File: config.mk
export PLATFORM = sky130hd
export DESIGN_NAME = cfg_i2c_wr_slave
export DESIGN_NICKNAME = d
export VERILOG_FILES = /design/src/rtl/cfg_i2c_wr_pkg.sv /design/src/rtl/cfg_i2c_wr_dp.sv /design/src/rtl/cfg_i2c_wr_ctrl.sv /design/src/rtl/cfg_i2c_wr_slave.sv
export SDC_FILE = /design/constraint.sdc
export NUM_CORES = 1
export LEC_CHECK = 0
export BUFFER_PORTS_ARGS = -buffer_cell sky130_fd_sc_hd__buf_4
export CORE_UTILIZATION = 53
export DETAILED_ROUTE_END_ITERATION = 6
export PLACE_DENSITY = 0.73
export SETUP_SLACK_MARGIN = 0.4
export SLEW_MARGIN = 20
export SYNTH_ARGS = -nofsm -noshare
export SYNTH_HDL_FRONTEND = slang
export SYNTH_HIERARCHICAL = 1
export SYNTH_SLANG_ARGS = --single-unit
File: constraint.sdc
create_clock -name clk -period 3.55 [get_ports clk]
set_input_delay 0.1775 -clock clk [delete_from_list [all_inputs] [get_ports clk]]
set_output_delay 0.1775 -clock clk [all_outputs]
set_load 0.02 [all_outputs]
File: src/rtl/cfg_i2c_wr_pkg.sv
package cfg_i2c_wr_pkg;
  localparam int BYTE_BITS = 8;

  typedef enum logic [1:0] {PH_IDLE, PH_ADDR, PH_SUB, PH_DATA} phase_e;

  // Bus events seen by the datapath
  typedef struct packed {
    logic startSeen;
    logic stopSeen;
    logic sclRise;
    logic sclFall;
  } bus_evt_t;

  // Strobes from control to datapath
  typedef struct packed {
    logic shiftIn;
    logic loadSub;
    logic stepIdx;
    logic emitWr;
  } dp_cmd_t;
endpackage

File: src/rtl/cfg_i2c_wr_dp.sv
module cfg_i2c_wr_dp
  import cfg_i2c_wr_pkg::*;
#(
  parameter logic [7:0] DEV_ADDR = 8'h88,
  parameter int IDX_W = 3
) (
  input  logic             clk,
  input  logic             rstN,
  input  logic             sclIn,
  input  logic             sdaIn,
  input  dp_cmd_t          cmd,
  output bus_evt_t         evt,
  output logic             addrHit,
  output logic             wrStrobe,
  output logic [IDX_W-1:0] wrIndex,
  output logic [7:0]       wrData
);
  localparam int SUB_W   = IDX_W + 1;  // index plus out-of-bank bit
  localparam int INC_POS = IDX_W + 1;  // increment flag position

  logic                 sclPrev, sdaPrev;
  logic [BYTE_BITS-1:0] shiftReg;
  logic [SUB_W-1:0]     curIdx;
  logic                 incMode;

  always_comb begin
    evt.sclRise   = sclIn & ~sclPrev;
    evt.sclFall   = ~sclIn & sclPrev;
    evt.startSeen = sclIn & sclPrev & sdaPrev & ~sdaIn;
    evt.stopSeen  = sclIn & sclPrev & ~sdaPrev & sdaIn;
  end

  assign addrHit = (shiftReg == DEV_ADDR);

  always_ff @(posedge clk or negedge rstN) begin
    if (!rstN) begin
      sclPrev  <= 1'b1;
      sdaPrev  <= 1'b1;
      shiftReg <= '0;
      curIdx   <= '0;
      incMode  <= 1'b0;
      wrStrobe <= 1'b0;
      wrIndex  <= '0;
      wrData   <= '0;
    end else begin
      sclPrev  <= sclIn;
      sdaPrev  <= sdaIn;
      wrStrobe <= cmd.emitWr & ~curIdx[IDX_W];
      if (cmd.shiftIn)
        shiftReg <= {shiftReg[BYTE_BITS-2:0], sdaIn};
      if (cmd.loadSub) begin
        curIdx  <= shiftReg[SUB_W-1:0];
        incMode <= shiftReg[INC_POS];
      end
      if (cmd.stepIdx && incMode)
        curIdx <= {curIdx[IDX_W], curIdx[IDX_W-1:0] + 1'b1};
      if (cmd.emitWr) begin
        wrIndex <= curIdx[IDX_W-1:0];
        wrData  <= shiftReg;
      end
    end
  end
endmodule

File: src/rtl/cfg_i2c_wr_ctrl.sv
module cfg_i2c_wr_ctrl
  import cfg_i2c_wr_pkg::*;
(
  input  logic     clk,
  input  logic     rstN,
  input  bus_evt_t evt,
  input  logic     addrHit,
  output dp_cmd_t  cmd,
  output logic     sdaOe
);
  localparam int CNT_W = $clog2(BYTE_BITS + 1);
  localparam logic [CNT_W-1:0] LAST_BIT = CNT_W'(BYTE_BITS);

  phase_e           phase;
  logic [CNT_W-1:0] bitCnt;
  logic             ackOn;
  logic             busy, byteDone, ackEnd;

  assign busy     = (phase != PH_IDLE);
  assign byteDone = evt.sclFall && busy && !ackOn && (bitCnt == LAST_BIT);
  assign ackEnd   = evt.sclFall && ackOn;
  assign sdaOe    = ackOn;

  always_comb begin
    cmd.shiftIn = evt.sclRise && busy && !ackOn && (bitCnt < LAST_BIT);
    cmd.loadSub = byteDone && (phase == PH_SUB);
    cmd.emitWr  = byteDone && (phase == PH_DATA);
    cmd.stepIdx = ackEnd && (phase == PH_DATA);
  end

  always_ff @(posedge clk or negedge rstN) begin
    if (!rstN) begin
      phase  <= PH_IDLE;
      bitCnt <= '0;
      ackOn  <= 1'b0;
    end else if (evt.startSeen) begin
      phase  <= PH_ADDR;
      bitCnt <= '0;
      ackOn  <= 1'b0;
    end else if (evt.stopSeen) begin
      phase  <= PH_IDLE;
      bitCnt <= '0;
      ackOn  <= 1'b0;
    end else begin
      if (cmd.shiftIn)
        bitCnt <= bitCnt + 1'b1;
      if (byteDone) begin
        if (phase == PH_ADDR && !addrHit) phase <= PH_IDLE;
        else                              ackOn <= 1'b1;
      end
      if (ackEnd) begin
        ackOn  <= 1'b0;
        bitCnt <= '0;
        if (phase == PH_ADDR)     phase <= PH_SUB;
        else if (phase == PH_SUB) phase <= PH_DATA;
      end
    end
  end
endmodule

File: src/rtl/cfg_i2c_wr_slave.sv
module cfg_i2c_wr_slave
  import cfg_i2c_wr_pkg::*;
#(
  parameter logic [7:0] DEV_ADDR = 8'h88,
  parameter int IDX_W = 3
) (
  input  logic             clk,
  input  logic             rstN,
  input  logic             sclIn,
  input  logic             sdaIn,
  output logic             sdaOe,
  output logic             wrStrobe,
  output logic [IDX_W-1:0] wrIndex,
  output logic [7:0]       wrData
);
  bus_evt_t evt;
  dp_cmd_t  cmd;
  logic     addrHit;

  cfg_i2c_wr_dp #(.DEV_ADDR(DEV_ADDR), .IDX_W(IDX_W)) uDp (
    .clk(clk), .rstN(rstN), .sclIn(sclIn), .sdaIn(sdaIn), .cmd(cmd),
    .evt(evt), .addrHit(addrHit), .wrStrobe(wrStrobe),
    .wrIndex(wrIndex), .wrData(wrData)
  );

  cfg_i2c_wr_ctrl uCtrl (
    .clk(clk), .rstN(rstN), .evt(evt), .addrHit(addrHit),
    .cmd(cmd), .sdaOe(sdaOe)
  );
endmodule

== Word level (Yosys, flattened, before mapping) ==
Cells that the tools add are included.

* Bits of input ports: 4
* Bits in registers: 34
* Logic and storage cells: 73

* Magnitude comparators: 1
* Bitwise logic cells: 14
* Equal/unequal tests: 6
* Reductions and logical operators: 20
* $add $sub $neg: 2
* Multiplexer cells: 18

{| class="wikitable"
|+ Operator list
! operator !! count
|-
| 4-bit two-way mux || 4
|-
| 2-bit two-way mux || 7
|-
| 1-bit logical AND || 12
|-
| 1-bit bitwise AND || 8
|-
| 8-bit == test, second input constant || 1
|-
| 4-bit nonzero test || 2
|-
| 3-bit two-way mux || 2
|-
| 1-bit inverter || 6
|-
| 1-bit two-way mux || 5
|-
| 4-bit by 1-bit adder with 4-bit output, second input constant || 1
|-
| 2-bit == test, second input constant || 2
|-
| 4-bit == test, second input constant || 1
|-
| 4-bit less-than comparator, second input constant || 1
|-
| 4-bit by 3-bit inequality test with 1-bit output, second input constant || 1
|-
| 2-bit AND reduction || 2
|-
| 2-bit nonzero test || 2
|-
| 3-bit by 1-bit adder with 3-bit output, second input constant || 1
|-
| 2-bit by 1-bit == test with 1-bit output, second input constant || 1
|-
| 1-bit logical NOT || 2
|}

== Longest topological paths before layout ==
* Depth in word-level cells: 11
* Mapped depth: 7
* Depth with buffers taken out: 6

== Hierarchy ==
The synthesis kept the hierarchy.

{| class="wikitable"
|+ By module, submodules not included
! module !! cells an instance !! times used !! area each (um^2) !! sequential area each (um^2)
|-
| cfg_i2c_wr_dp || 73 || 1 || 1091.0 || 678.2
|-
| cfg_i2c_wr_ctrl || 44 || 1 || 456.7 || 175.2
|}

== Least setup slack after synthesis ==
No wires, ideal clock.

* Path type: reg-to-reg
* Start: register uDp.sclPrev
* End: register uDp.wrData[0]
* Required time: 3.425 ns
* Stages on the path, launching flop included: 6
* Buffers on the path: 1
* Slack: 1.501 ns
* Library setup time: 0.125 ns
* Arrival: 1.924 ns
* Cells stage by stage: dfstp_2 -> nor2b_1 -> nand4b_2 -> nor3_1 -> buf_6 -> mux2_2

{| class="wikitable"
|+ RTL lines
! element !! line !! RTL
|-
| start, declared || cfg_i2c_wr_dp.sv:21 || <nowiki>logic sclPrev, sdaPrev;</nowiki>
|-
| start signal, assigned || cfg_i2c_wr_dp.sv:46 || <nowiki>sclPrev <= sclIn;</nowiki>
|-
| end signal, assigned || cfg_i2c_wr_dp.sv:59 || <nowiki>wrData <= shiftReg;</nowiki>
|-
| end, declared || cfg_i2c_wr_dp.sv:16 || <nowiki>output logic [7:0] wrData</nowiki>
|}

==> results.ini <==
[clock_tree]
cts_buffer_depth=2
insertion_delay_ps=330
cts_setup_buffers=0
numCtsBuffers=5
cts_resized=0
htree_levels=2
cts_tree=done
path_clk_slew_ps=90
cts.sinks=34
cts_root_buffer=clkbuf_4

[setup_path]
timing.rr.start=uDp/sclPrev
critPathKind=reg -> reg
max_stage_delay_ps=550
worstPathMaxFanout=6
critPathRequiredTime_ps=3770
reg2reg_setup_slack_ps=1400
cp_num_cells=6
cpMaxStageDelayCell=dfstp_2
arrival_ps=2370
worst_r2r_path_depth=6
cp_top_family=simple AND/OR/NAND/NOR gates
path_buf_inv=1
cp_cell_sequence=nor2b_1 > nand4b_2 > nor4b_1 > buf_4 > nand2_1 > mux2_4
r2r_end=uDp/curIdx[3]
start_kind=register
end_kind=register

[yosys]
syn_area_um2=1550
synth_fp_nets=124
synth.avg_cell_area_um2=13.2
async_reset_ff_frac=1.00
syn_inst=117
ys.flop_type=dfrtp_1
synth_edf_count=0
ys_seq_area_frac=0.551
synth-seq-cells=34
synth_warnings=6
synth_cell_type_count=35

[final_layout]
regArea_um2=853
fin_area_um2=1780
nFillCells=219
final_common_cell=dfrtp_1
fin_util=0.644
diodes=0
multiInputGateArea_um2=656
syn_to_final_growth_pct=14.7
drive_gt1_frac=0.387
stdcell_count=173
final_nets=149
layout_common_cells=dfrtp_1, mux2_2, buf_4

[global_routing]
grt-ovfl-total=0
grt_max_degree=35
grt.total_usage=0.192
grt_antenna_before_repair=0
grt_pass1_vias=941
grt_pass1_wl_mm=4.45

[floorplan]
die_y_um=56.0
core.rowCount=19
die_w_um=56.0
initial_core_util=0.561
core_area_um2=2760
ios=17
dieArea_um2=3140

[timing]
final_min_period_over_clock_period=0.606
slew_headroom=0.586
setup_violations=0
fin_ws_ps=1400
finalHoldViolCount=0
report.final.slew_viol_count=0
finClkSkew_ps=9.96
finalSetupTns_ps=0
max_freq_ghz=0.465
final.min_clock_period_ps=2150
rsz0062_at_grt=false
worst_pin_slew_ps=620

[placement]
dp.cells=163
dpl_worst_slack_ps=1420
place_hpwl_mm=1.75
placed_cell_area_um2=1700
portBuffers=16
routabilityCongestion=0.856

[pwr]
powerDensity_nw_per_um2=466
peakVddDrop_mv=0.442
leakagePower_uw=0.000864

[status]
outcome=finished clean

[routing]
drtIter0Drc=15
vias_per_cell=5.62
antenna_left=0
drt_wl_total_mm=2.50
vias=973
drc=0
avgRoutedWirePerCell_um=14.5
first_pass_iters=4

[flow_run]
cap_viol_max_count=0

[worst_hold_path]
hold_class=in -> async

-- logic make-up after synthesis --
| family | Yosys count | share of synthesized area |
|---|---|---|
| flops | 34 | 0.551 |
| fa+ha+maj | 3 | 0.0243 |
| xor+xnor | 1 | 0.00566 |
| compound gates | 10 | 0.0614 |
| mux | 27 | 0.194 |
| simple gates | 35 | 0.138 |
| buf+inv | 7 | 0.0251 |
-- what timing repair did --
| item | 4_1_cts | 5_1_grt |
|---|---|---|
| hold buffers | 3 | 0 |
| hold endpoints to repair | 34 | 0 |
| endpoints found under the setup margin | 0 | 0 |
-- flip-flops by register name (all words and copies together) (netlist names) --
name          flops
uDp/wrStrobe      1
uCtrl/phase       2
uCtrl/sdaOe       1
uDp/wrIndex       3
uDp/wrData        8
uDp/curIdx        4
uDp/incMode       1
uDp/sclPrev       1
uDp/sdaPrev       1
uDp/shiftReg      8
uCtrl/bitCnt      4
-- metal layers --
layer | share of wire | track usage | vias to the layer above
met2 | 0.47 | 0.284 | 17
met4 | 0.022 | 0.0941 | 0
met5 | 0 | 0 | -
met3 | 0.041 | 0.0698 | 6
met1 | 0.46 | 0.251 | 485
li1 | - | - | 465
-- worst reg2reg max path, delay by kind of cell (launching register included) --
| family | cells | cell delay (ps) |
|---|---|---|
| AND/OR/NAND/NOR | 4 | 990 |
| multiplexers | 1 | 290 |
| flip-flops | 1 | 550 |
| buffers and inverters | 1 | 210 |
-- synthesized netlist by cell type, types with 3 or more instances --
library cell / instances / share of area
a21oi_1: 3 / 0.0097
dfrtp_1: 32 / 0.52
ha_1: 3 / 0.024
inv_1: 4 / 0.0097
mux2_2: 19 / 0.14
mux2i_1: 6 / 0.039
nand2_1: 9 / 0.022
nor2_1: 6 / 0.015
nor2b_1: 3 / 0.012
-- layout make-up --
type	count	share of cell area
Clock buffer	5	0.0211
Clock inverter	2	0.00564
Inverter	4	0.00846
Multi-Input combinational cell	76	0.369
Sequential cell	34	0.481
Tap cell	31	0.0218
Timing Repair Buffer	21	0.0930
-- how the worst max path moves through the flow --
stage / slack [ps] / end / startpoint
final: 1400 / uDp/curIdx[3] / uDp/sclPrev
after global routing: 1270 / uDp/curIdx[3] / uDp/sclPrev
after CTS: 1400 / uDp/curIdx[3] / uDp/sclPrev
after detailed placement: 1420 / uDp/curIdx[3] / uDp/sclPrev
after global placement: 1520 / uDp/curIdx[3] / uDp/sclPrev
after floorplan: 1500 / uDp/wrData[0] / uDp/sclPrev
-- through the flow --
stage	power (µW)	hold slack, ps
finish	827	317
detailed placement	642	146
floorplan	592	-118
global route	883	345
CTS	839	315
global placement	631	141
-- report_power, final --
group | internal (µW) | leakage (µW) | switching (µW) | total (µW)
Combinational | 69.6 | 0.000381 | 57.2 | 127
Sequential | 442 | 0.000452 | 66.1 | 509
Clock | 71.1 | 0.0000308 | 121 | 192
Total | 583 | 0.000864 | 244 | 827
(Power assumes the default switching activity.)
